[src/rtl/hp_slot_pkg.sv]
package hp_slot_pkg;

    localparam int REG_W = 16;
    localparam int DW_W  = 2 * REG_W;
    localparam int BE_W  = DW_W / 8;

    // slot control bit positions
    localparam int CTL_BTN_EN   = 0;
    localparam int CTL_PDC_EN   = 3;
    localparam int CTL_CC_EN    = 4;
    localparam int CTL_HPI_EN   = 5;
    localparam int CTL_LOCK_CMD = 11;

    // slot status bit positions
    localparam int STS_BTN  = 0;
    localparam int STS_PDC  = 3;
    localparam int STS_CC   = 4;
    localparam int STS_PRES = 6;
    localparam int STS_LOCK = 7;

    localparam logic [REG_W-1:0] CTL_WMASK = 16'h03F9;
    localparam logic [REG_W-1:0] EVT_MASK  = 16'h0019;
    localparam logic [REG_W-1:0] CTL_RESET = 16'h03C0;

    typedef struct packed {
        logic            en;
        logic            sel;
        logic [BE_W-1:0] be;
        logic [DW_W-1:0] data;
    } wr_req_t;

    typedef struct packed {
        logic btn;
        logic add;
        logic rem;
        logic boot;
    } slot_evt_t;

    function automatic logic [REG_W-1:0] byte_mask(input logic [1:0] be);
        return {{8{be[1]}}, {8{be[0]}}};
    endfunction

    function automatic logic notify_cond(input logic [REG_W-1:0] ctl,
                                         input logic [REG_W-1:0] sts);
        return ctl[CTL_HPI_EN] && (|(ctl & sts & EVT_MASK));
    endfunction

endpackage

[src/rtl/hp_slot_regs.sv]
module hp_slot_regs
    import hp_slot_pkg::*;
(
    input  logic             clk,
    input  logic             rst,
    input  wr_req_t          req,
    input  slot_evt_t        evt,
    output logic [REG_W-1:0] ctl_q,
    output logic [REG_W-1:0] sts_q
);
    logic [REG_W-1:0] ctl_d, sts_d, ctl_bm, sts_bm;
    logic hit_ctl, hit_sts, locked;

    always_comb begin
        hit_ctl = req.en && req.sel && (|req.be[1:0]);
        hit_sts = req.en && req.sel && (|req.be[3:2]);
        locked  = sts_q[STS_LOCK];
        ctl_bm  = byte_mask(req.be[1:0]) & CTL_WMASK;
        sts_bm  = byte_mask(req.be[3:2]) & EVT_MASK;
        ctl_d   = ctl_q;
        sts_d   = sts_q;

        // command: one write to control, whatever fields it touches
        if (hit_ctl) begin
            ctl_d = (ctl_q & ~ctl_bm) | (req.data[REG_W-1:0] & ctl_bm);
            if (req.be[1] && req.data[CTL_LOCK_CMD])
                sts_d[STS_LOCK] = ~locked;
        end

        // write-one-to-clear on event bits only
        if (hit_sts)
            sts_d = sts_d & ~(req.data[DW_W-1:REG_W] & sts_bm);

        // events applied last so they win over a same-cycle clear
        if (hit_ctl)  sts_d[STS_CC]  = 1'b1;
        if (evt.btn)  sts_d[STS_BTN] = 1'b1;
        if (evt.add && !locked) begin
            sts_d[STS_PRES] = 1'b1;
            sts_d[STS_PDC]  = 1'b1;
        end
        if (evt.rem && !locked) begin
            sts_d[STS_PRES] = 1'b0;
            sts_d[STS_PDC]  = 1'b1;
        end
        if (evt.boot) sts_d[STS_PRES] = 1'b1;
    end

    always_ff @(posedge clk) begin
        if (rst) begin
            ctl_q <= CTL_RESET;
            sts_q <= '0;
        end else begin
            ctl_q <= ctl_d;
            sts_q <= sts_d;
        end
    end
endmodule

[src/rtl/hp_slot_notify.sv]
module hp_slot_notify
    import hp_slot_pkg::*;
#(
    parameter int VEC_W = 5
) (
    input  logic             clk,
    input  logic             rst,
    input  logic [REG_W-1:0] ctl,
    input  logic [REG_W-1:0] sts,
    input  logic             msi_en,
    input  logic [VEC_W-1:0] vec_in,
    output logic             irq_level,
    output logic             msg_pulse,
    output logic [VEC_W-1:0] msg_vector
);
    logic cond_now, cond_q;

    assign cond_now   = notify_cond(ctl, sts);
    assign irq_level  = !msi_en && cond_now;
    assign msg_pulse  = msi_en && (cond_now != cond_q);
    assign msg_vector = vec_in;

    always_ff @(posedge clk) begin
        if (rst) cond_q <= 1'b0;
        else     cond_q <= cond_now;
    end
endmodule

[src/rtl/hp_slot_ctrl.sv]
module hp_slot_ctrl
    import hp_slot_pkg::*;
#(
    parameter int                  SLOT_NUM_W = 13,
    parameter logic [SLOT_NUM_W-1:0] SLOT_NUM = 13'd5,
    parameter int                  VEC_W      = 5
) (
    input  logic             clk,
    input  logic             rst,
    input  logic             wr_en,
    input  logic             wr_sel,
    input  logic [3:0]       wr_be,
    input  logic [31:0]      wr_data,
    input  logic             rd_sel,
    output logic [31:0]      rd_data,
    input  logic             evt_button,
    input  logic             evt_hot_add,
    input  logic             evt_hot_remove,
    input  logic             evt_boot_present,
    output logic             plug_busy,
    input  logic             msi_en,
    input  logic [VEC_W-1:0] msg_num,
    output logic             irq_level,
    output logic             msg_pulse,
    output logic [VEC_W-1:0] msg_vector
);
    localparam int FLAG_W = DW_W - SLOT_NUM_W;
    localparam logic [FLAG_W-1:0] CAP_FLAGS =
        FLAG_W'((1 << 0) | (1 << 3) | (1 << 4) | (1 << 5) | (1 << 6) | (1 << 17));
    localparam logic [DW_W-1:0] CAP_WORD = {SLOT_NUM, CAP_FLAGS};

    wr_req_t          req;
    slot_evt_t        evt;
    logic [REG_W-1:0] ctl_q, sts_q;

    assign req = '{en: wr_en, sel: wr_sel, be: wr_be, data: wr_data};
    assign evt = '{btn: evt_button, add: evt_hot_add,
                   rem: evt_hot_remove, boot: evt_boot_present};

    hp_slot_regs u_regs (
        .clk   (clk),
        .rst   (rst),
        .req   (req),
        .evt   (evt),
        .ctl_q (ctl_q),
        .sts_q (sts_q)
    );

    hp_slot_notify #(.VEC_W(VEC_W)) u_notify (
        .clk        (clk),
        .rst        (rst),
        .ctl        (ctl_q),
        .sts        (sts_q),
        .msi_en     (msi_en),
        .vec_in     (msg_num),
        .irq_level  (irq_level),
        .msg_pulse  (msg_pulse),
        .msg_vector (msg_vector)
    );

    assign plug_busy = sts_q[STS_LOCK] && (evt_hot_add || evt_hot_remove);
    assign rd_data   = rd_sel ? {sts_q, ctl_q} : CAP_WORD;
endmodule

[config.mk]
export PLATFORM = sky130hd
export DESIGN_NAME = hp_slot_ctrl
export DESIGN_NICKNAME = d
export VERILOG_FILES = /design/src/rtl/hp_slot_pkg.sv /design/src/rtl/hp_slot_regs.sv /design/src/rtl/hp_slot_notify.sv /design/src/rtl/hp_slot_ctrl.sv
export SDC_FILE = /design/constraint.sdc
export NUM_CORES = 1
export LEC_CHECK = 0
export BUFFER_PORTS_ARGS = -buffer_cell sky130_fd_sc_hd__buf_2
export CAP_MARGIN = 20
export CORE_MARGIN = 5
export CORE_UTILIZATION = 30
export CTS_CLUSTER_DIAMETER = 30
export DETAILED_ROUTE_END_ITERATION = 12
export HOLD_SLACK_MARGIN = 0.03
export PLACE_DENSITY = 0.7
export SYNTH_ARGS = -nofsm -noshare
export SYNTH_HDL_FRONTEND = slang
export SYNTH_HIERARCHICAL = 1
export SYNTH_SLANG_ARGS = --single-unit
export TNS_END_PERCENT = 10
[constraint.sdc]
create_clock -name clk -period 2.1 [get_ports clk]
set_input_delay 0.42 -clock clk [delete_from_list [all_inputs] [get_ports clk]]
set_output_delay 0.42 -clock clk [all_outputs]
set_load 0.05 [all_outputs]
==> results of run 1 <==
[path summary, 6_finish.rpt]
path | endpoint | slack, ns | cells after the start | from
min reg2reg | flip-flop | 0.50 | 2 | flip-flop
max | msg_pulse | 0.05 | 5 | u_regs/sts_q[0]
min | u_regs/sts_q[0] | 0.31 | 2 | wr_data[16]
max reg2reg | u_notify/cond_q | 0.93 | 4 | u_regs/sts_q[0]
[report_power, final]
part | internal [mW] | leakage [nW] | total (mW) | switching [mW]
logic | 0.0636 | 0.457 | 0.238 | 0.175
clock network | 0.105 | 0.0210 | 0.192 | 0.0867
registers | 0.278 | 0.115 | 0.288 | 0.00951
[metal layers]
metal  part of all wire [%]  vias to the layer above  GRT usage, %
met5                      0                        -             0
met4                   0.41                        0          1.30
met3                     10                        2          3.91
met2                     45                       36          15.1
met1                     44                      360          11.3
li1                       -                      449             -
[stage by stage]
stage	utilization (%)	power, mW	worst slack, ns	hold WS, ns
floorplan	-	0.532	0.420	0.456
global placement	34.8	0.530	0.370	0.476
detailed placement	34.8	0.532	0.364	0.489
CTS	35.8	0.726	0.0394	0.300
global route	36.1	0.758	-0.0471	0.305
finish	36.1	0.718	0.0478	0.310
[synthesized netlist by cell type]
master | count | area (um2)
and4b_1 | 1 | 10.0
or2_2 | 1 | 6.26
nor2_1 | 12 | 45.0
a222oi_1 | 1 | 10.0
mux2_1 | 1 | 11.3
nand3_1 | 1 | 5.00
conb_1 | 1 | 3.75
mux2i_1 | 8 | 80.1
o21a_1 | 3 | 22.5
nand4_1 | 2 | 12.5
nor2b_1 | 2 | 12.5
or3b_1 | 1 | 8.76
or2b_1 | 2 | 15.0
nor3_1 | 1 | 5.00
o311a_1 | 1 | 10.0
and4_2 | 1 | 10.0
buf_2 | 3 | 15.0
and2_1 | 24 | 150
buf_6 | 1 | 11.3
o22ai_1 | 1 | 6.26
buf_4 | 24 | 180
a32o_1 | 1 | 10.0
a211oi_1 | 1 | 7.51
nand2b_1 | 16 | 100
inv_1 | 2 | 7.51
dfxtp_1 | 14 | 280
clkbuf_2 | 2 | 10.0
o211ai_1 | 1 | 7.51
and3_1 | 1 | 6.26
[critical path: stages, from the launching register on]
cell,delay (ns)
dfxtp_1,0.34
a222oi_1,0.37
buf_4,0.18
o21a_1,0.10
o21a_1,0.11
buf_2,0.25
[cell type report]
class / count / area share, %
Tap cell: 46 / 4.71
Sequential cell: 14 / 22.9
Clock buffer: 4 / 2.97
Inverter: 2 / 0.614
Timing Repair Buffer: 43 / 17.8
Multi-Input combinational cell: 102 / 51.0
[cells by family after synthesis]
family | Yosys count | share of synthesized area [%]
compound gates | 9 | 6.97
buf+inv | 32 | 21.1
flops | 14 | 26.4
mux | 9 | 8.62
simple gates | 65 | 36.5
other cells | 1 | 0.354
==> impl_metrics.ini, run 1 <==
[final_layout]
seqCellArea_um2 = 280
final_area_um2 = 1220
multi_input_area_um2 = 623
stdcell_count = 211
final_nets = 217
nFillCells = 363
antennaDiodeCount = 0
drive_above_1_share_pct = 29.7
layout_common_cells = 42 x buf_2, 24 x and2_1, 19 x conb_1
layout_commonest_cell = buf_2
areaGrowthSynthToFinish_pct = 15.3

[routing]
routedWlPerCell_um = 10.5
drc = 0
totalWireLength_um = 2220
num_vias = 847
viasPerCell = 4.01
initialDrtViolationCount = 23
drtPass1Iterations = 4
ant_nets = 0

[global_route]
grt_usage_pct = 9.19
overflow = 0
antenna_found_initial = 0
grt_pass1_vias = 775
grt_max_degree = 33
grt_pass1_wl_um = 3660

[timing]
min_period_ns = 2.05
fmax_mhz = 487
fin_tns_setup_ns = 0
fin_crit_sh_pct = 97.7
drv_slew = 0
setup_viol_count_final = 0
final_hold_viol_count = 0
fin_skew_ns = 0.00340

[yosys]
yosysWarnings = 6
ys_types = 29
synthCells = 130
yosysSeqAreaShare_pct = 26.4
synth.avg_cell_area_um2 = 8.15
syn_area_um2 = 1060
ys_ff_latch = 14

[place]
dpl_cell_area_um2 = 1180
place_inst = 206
dp_hpwl_um = 1800
gp_congestion = 0.700
port_buffers = 42

[clock_tree]
path_clk_slew_ns = 0.09
cts_tree = built
cts_made_buffers = 3
clk_path_buf_depth = 2
cts_max_level = 1
cts.repair.resized = 0
hold_buffers = 0
insertion_delay_ns = 0.28
clock_sinks = 14
cts_root_buf = clkbuf_4
postCtsSetupRepairBufs = 0

[critical_path]
crit_type = flip-flop to output port
required_ns = 1.68
crit_fanout = 3
cp-start-kind = flip-flop
cp.arrival_ns = 1.63
worstSetupEndpointType = output port

[die]
core_um2 = 3390
ioPinCount = 91
die_height_um = 69.4
die_area_um2 = 4820
die_x_um = 69.4
placementRows = 21
start_util_pct = 31.3

[run_status]
outcome = completed

[power]
p_leak_nw = 0.593
peakVddDrop_mv = 0.388
powerDensity_nw_per_um2 = 587

[run]
drv_cap = 0

[worst_hold_path]
hold_class = input pin to flip-flop
No activity file was read; power rests on OpenSTA's default activity.
==> run 2: changes to the inputs <==
--- a/config.mk
+++ b/config.mk
@@ -12,9 +12,8 @@
 export CTS_CLUSTER_DIAMETER = 30
 export DETAILED_ROUTE_END_ITERATION = 12
 export HOLD_SLACK_MARGIN = 0.03
-export PLACE_DENSITY = 0.7
+export PLACE_DENSITY = 0.75
 export SYNTH_ARGS = -nofsm -noshare
 export SYNTH_HDL_FRONTEND = slang
-export SYNTH_HIERARCHICAL = 1
 export SYNTH_SLANG_ARGS = --single-unit
 export TNS_END_PERCENT = 10
==> run 2 against run 1 <==
  * Setup slack gained 0.040 ns
  * Clock skew shrank 0.0012 ns
  * Combinational power fell by 8.4%
==> impl_metrics.ini, run 2 <==
[clock_tree]
insertion_delay_ns = 0.27
cts_max_level = 1
cts_tree = built
hold_buffers = 0
clock_sinks = 14
cts_made_buffers = 3
clk_path_buf_depth = 2
path_clk_slew_ns = 0.09
cts_root_buf = clkbuf_4

[timing]
final_hold_viol_count = 0
fin_skew_ns = 0.00223
fin_ws_ns = 0.0875
drv_slew = 0
fmax_mhz = 497
setup_viol_count_final = 0
fin_crit_sh_pct = 95.8
min_period_ns = 2.01

[routing]
totalWireLength_um = 1890
num_vias = 721
viasPerCell = 4.22
drtPass1Iterations = 4
initialDrtViolationCount = 16
drc = 0
ant_nets = 0
routedWlPerCell_um = 11.0

[yosys]
synth.area.top_cells = dfxtp_1 33%, buf_4 20%, mux2i_1 7.0%
synth.avg_cell_area_um2 = 8.24
synthCells = 104
yosysWarnings = 0
ys_ff_latch = 14
synth_most_common_cell = buf_4
synthTopCellsByCount = 23 x buf_4, 14 x dfxtp_1, 12 x nor2_1, 8 x nand2b_1, 7 x and2_1
yosys.area.top_type = dfxtp_1
ys_types = 24
synth_top_area_share_pct = 32.7
yosysSeqAreaShare_pct = 32.7
synthFlopType = dfxtp_1
async_reset_ff_share_pct = 0
synth-edff-count = 0
syn_area_um2 = 857

[power]
switchingPower_uw = 265
p_leak_nw = 0.552
p_comb_share_pct = 31.3
cellInternalPower_uw = 433
swShare_pct = 38.0
peakVddDrop_mv = 0.364
powerDensity_nw_per_um2 = 684
seq_power_share_pct = 40.9
p_clk_share_pct = 27.8

[global_route]
antenna_found_initial = 0
overflow = 0
grt_usage_pct = 8.70
grt_pass1_vias = 655
grt_pass1_wl_um = 2820
grt_max_degree = 15

[place]
gp_congestion = 0.691
port_buffers = 42
dp_hpwl_um = 1500
place_inst = 166
dp_slack_ns = 0.380

[final_layout]
drive_above_1_share_pct = 34.3
layout_commonest_cell = buf_2
antennaDiodeCount = 0
areaGrowthSynthToFinish_pct = 19.0
stdcell_count = 171
final_nets = 192
layout_common_cells = 42 x buf_2, 17 x conb_1, 14 x dfxtp_1

[die]
core_um2 = 2760
start_util_pct = 31.1
ioPinCount = 91
die_area_um2 = 4030
die_x_um = 63.5
placementRows = 19
die_height_um = 63.5

[critical_path]
crit_fanout = 3
rr_startpoint = u_regs.sts_q[0]
required_ns = 1.68
cpPeakStageDelay_ns = 0.34
cpMostUsedCell = o21a_1
worstSetupEndpointType = output port
critPathSlowestCell = dfxtp_1
cp-startpoint = u_regs.sts_q[0]
worstPathCellList = a222oi_1 -> buf_4 -> o21a_1 -> o21a_1 -> buf_2
crit_type = flip-flop to output port
cp.arrival_ns = 1.59
cp-start-kind = flip-flop

[run_status]
outcome = completed

[worst_hold_path]
hold_class = input pin to flip-flop
hp-start = wr_data[8]

[run]
drv_cap = 0
==> run 2: per-layer routing <==
metal	routed length (um)	GRT usage (%)
met2	880	14.2
met4	0	1.30
met1	798	10.7
met5	0	0
met3	208	3.91
==> run 2: timing repair <==
action                     4_1_cts  5_1_grt
setup buffers                    0        1
setup endpoints to repair        0        2
gates resized for setup          0        0
==> run 2: per-stage QoR <==
| stage | power (mW) | utilization (%) | hold WS [ns] | area (um2) | setup TNS (ns) |
|---|---|---|---|---|---|
| final | 0.698 | 37.0 | 0.358 | 1020 | 0 |
| after global routing | 0.734 | 37.0 | 0.361 | 1020 | -0.0163 |
| after CTS | 0.707 | 36.7 | 0.347 | 1010 | 0 |
| after detailed placement | 0.510 | 35.4 | 0.442 | 976 | 0 |
| after global placement | 0.508 | 35.4 | 0.435 | 976 | 0 |
| after floorplan | 0.513 | - | 0.426 | 917 | 0 |
==> run 2: cell families (layout without fill, tap and decap cells) <==
kind of cell | count (synthesis) | count (layout) | synth area share [%]
AND/OR/NAND/NOR | 38 | 38 | 24.7
other | 1 | 17 | 0.438
buffers and inverters | 33 | 53 | 24.8
multiplexers | 6 | 6 | 7.01
AO/OA/AOI/OAI | 11 | 11 | 9.34
flip-flops | 14 | 14 | 32.7
XOR/XNOR | 1 | 1 | 1.02
==> run 2: cell type report <==
| type | count | area [um2] |
|---|---|---|
| flip-flops and latches | 14 | 280 |
| clock buffers | 4 | 36.3 |
| well taps | 31 | 38.8 |
| multi-input cells | 73 | 424 |
| inverters | 6 | 22.5 |
| fillers | 308 | 1740 |
| repair buffers | 43 | 218 |
==> run 2: worst paths after layout <==
kind / endpoint / slack [ns] / cells past startpoint
hold reg to reg: flip-flop / 0.46 / 1
setup reg to reg: u_notify.cond_q / 0.97 / 4
setup / recovery: msg_pulse / 0.09 / 5
hold / removal: flip-flop / 0.36 / 3
==> run 2: power groups by stage <==
| stage | registers (mW) | logic, mW | clock network, mW |
|---|---|---|---|
| global route | 0.287 | 0.231 | 0.216 |
| detailed placement | 0.292 | 0.217 | 0 |
| global placement | 0.292 | 0.216 | 0 |
| CTS | 0.286 | 0.218 | 0.203 |
| finish | 0.286 | 0.218 | 0.194 |
| floorplan | 0.289 | 0.223 | 0 |
==> run 2: critical path, delay by kind of cell (launching register included) <==
family / cells / cell delay (ns)
buf+inv: 2 / 0.43
compound gates: 3 / 0.55
flops: 1 / 0.34
==> run 3: changes to the inputs <==
--- a/config.mk
+++ b/config.mk
@@ -9,7 +9,6 @@
 export CAP_MARGIN = 20
 export CORE_MARGIN = 5
 export CORE_UTILIZATION = 30
-export CTS_CLUSTER_DIAMETER = 30
 export DETAILED_ROUTE_END_ITERATION = 12
 export HOLD_SLACK_MARGIN = 0.03
 export PLACE_DENSITY = 0.75
==> constraint.sdc (replaced) <==
create_clock -name clk -period 2.31 [get_ports clk]
set_input_delay 0.462 -clock clk [delete_from_list [all_inputs] [get_ports clk]]
set_output_delay 0.462 -clock clk [all_outputs]
set_load 0.05 [all_outputs]
==> run 3 against run 2 <==
  * Combinational power down 9.2%
  * Global-route usage unchanged
  * Sequential share of layout area is 0.20 points higher
  * Critical path type unchanged
  * Largest cell class unchanged
  * Largest power group unchanged
==> impl_metrics.ini, run 3 (synthesized netlist as in run 2, its figures left out) <==
[timing]
fin_tns_setup_ns = 0
final_hold_viol_count = 0
setup_viol_count_final = 0
min_period_ns = 2.08
fin_crit_sh_pct = 90.1
drv_slew = 0
rsz0062_at_grt = no
fmax_mhz = 481
fin_skew_ns = 0.00221

[clock_tree]
cts_root_buf = clkbuf_4
clk_path_buf_depth = 2
path_clk_slew_ns = 0.09
cts_tree = built
cts_made_buffers = 3
hold_buffers = 0
cts.repair.resized = 0
postCtsSetupRepairBufs = 0
clock_sinks = 14
cts_max_level = 1
insertion_delay_ns = 0.28

[final_layout]
final_area_um2 = 1010
multi_input_area_um2 = 424
antennaDiodeCount = 0
drive_above_1_share_pct = 33.8
layout_commonest_cell = buf_2
seqCellArea_um2 = 280
nFillCells = 306
areaGrowthSynthToFinish_pct = 18.1
layout_common_cells = 42 x buf_2, 17 x conb_1, 14 x dfxtp_1
final_nets = 191

[global_route]
grt_usage_pct = 8.70
grt_pass1_wl_um = 2820
grt_pass1_vias = 655
antenna_found_initial = 0
overflow = 0
grt_max_degree = 15

[routing]
routedWlPerCell_um = 11.0
ant_nets = 0
initialDrtViolationCount = 15
viasPerCell = 4.20
num_vias = 714
drtPass1Iterations = 4
totalWireLength_um = 1870
drc = 0

[critical_path]
crit_type = flip-flop to output port
regToRegEndpoint = u_notify.cond_q
crit_fanout = 3
cp.arrival_ns = 1.62
worstSetupEndpointType = output port
rrSetupSlack_ns = 1.15
critPathSlowestCell = a222oi_1
required_ns = 1.85
cp-start-kind = flip-flop
worstRegToRegCells = 3
cpPeakStageDelay_ns = 0.49
cpMostUsedCell = o21a_1
worstPathCellList = a222oi_1 -> o21a_1 -> o21a_1 -> buf_2

[run_status]
outcome = completed

[die]
die_area_um2 = 4030
ioPinCount = 91
die_x_um = 63.5
start_util_pct = 31.1
placementRows = 19
core_um2 = 2760
die_height_um = 63.5

[power]
powerDensity_nw_per_um2 = 626
peakVddDrop_mv = 0.329
p_leak_nw = 0.548

[place]
port_buffers = 42
gp_congestion = 0.691
dp_hpwl_um = 1500
dpl_cell_area_um2 = 976

[worst_hold_path]
hold_class = input pin to flip-flop
hold_path_depth = 3
hp-start = wr_data[8]

[run]
drv_cap = 0
==> run 3: area by class of cell <==
class                      instances  area share [%]
clock buffer                       4            3.58
tap                               31            3.83
multi-input combinational         73            41.9
sequential                        14            27.7
inverter                           6            2.22
timing repair buffer              42            20.8
==> run 3: metrics by stage <==
step	setup WS [ns]	utilization, %	hold slack [ns]	cells	total power [mW]
2_1_floorplan	0.591	-	0.426	120	0.466
3_3_place_gp	0.548	35.4	0.435	166	0.462
3_5_place_dp	0.548	35.4	0.442	166	0.463
4_1_cts	0.214	36.7	0.389	170	0.643
5_1_grt	0.0767	36.7	0.403	170	0.666
6_report	0.229	36.7	0.399	170	0.633
==> run 3: how the worst max path moves through the flow <==
| stage | slack [ns] | start | to | cells past startpoint |
|---|---|---|---|---|
| final | 0.23 | flip-flop | msg_pulse | 4 |
| after global routing | 0.08 | flip-flop | msg_pulse | 4 |
| after CTS | 0.21 | flip-flop | msg_pulse | 4 |
| after detailed placement | 0.55 | u_regs.sts_q[0] | msg_pulse | 4 |
| after global placement | 0.55 | flip-flop | msg_pulse | 4 |
| after floorplan | 0.59 | flip-flop | msg_pulse | 3 |
==> run 3: worst max-delay path: cells and delay by family (launching register included) <==
| family | cells | cell delay [ns] |
|---|---|---|
| buffers and inverters | 1 | 0.25 |
| DFF | 1 | 0.33 |
| AOI/OAI and AO/OA | 3 | 0.76 |
==> run 3: where the power goes <==
part           switching [mW]  internal, mW  leakage (nW)  total, mW
logic                   0.153        0.0446         0.412      0.198
clock network          0.0805        0.0958        0.0210      0.176
registers             0.00716         0.252         0.115      0.260
total                   0.241         0.393         0.548      0.633
==> run 3: routing by layer <==
| layer | GRT usage, % | wire (um) |
|---|---|---|
| met1 | 10.7 | 785 |
| met2 | 14.2 | 872 |
| met3 | 3.91 | 210 |
| met4 | 1.30 | 0 |
| met5 | 0 | 0 |
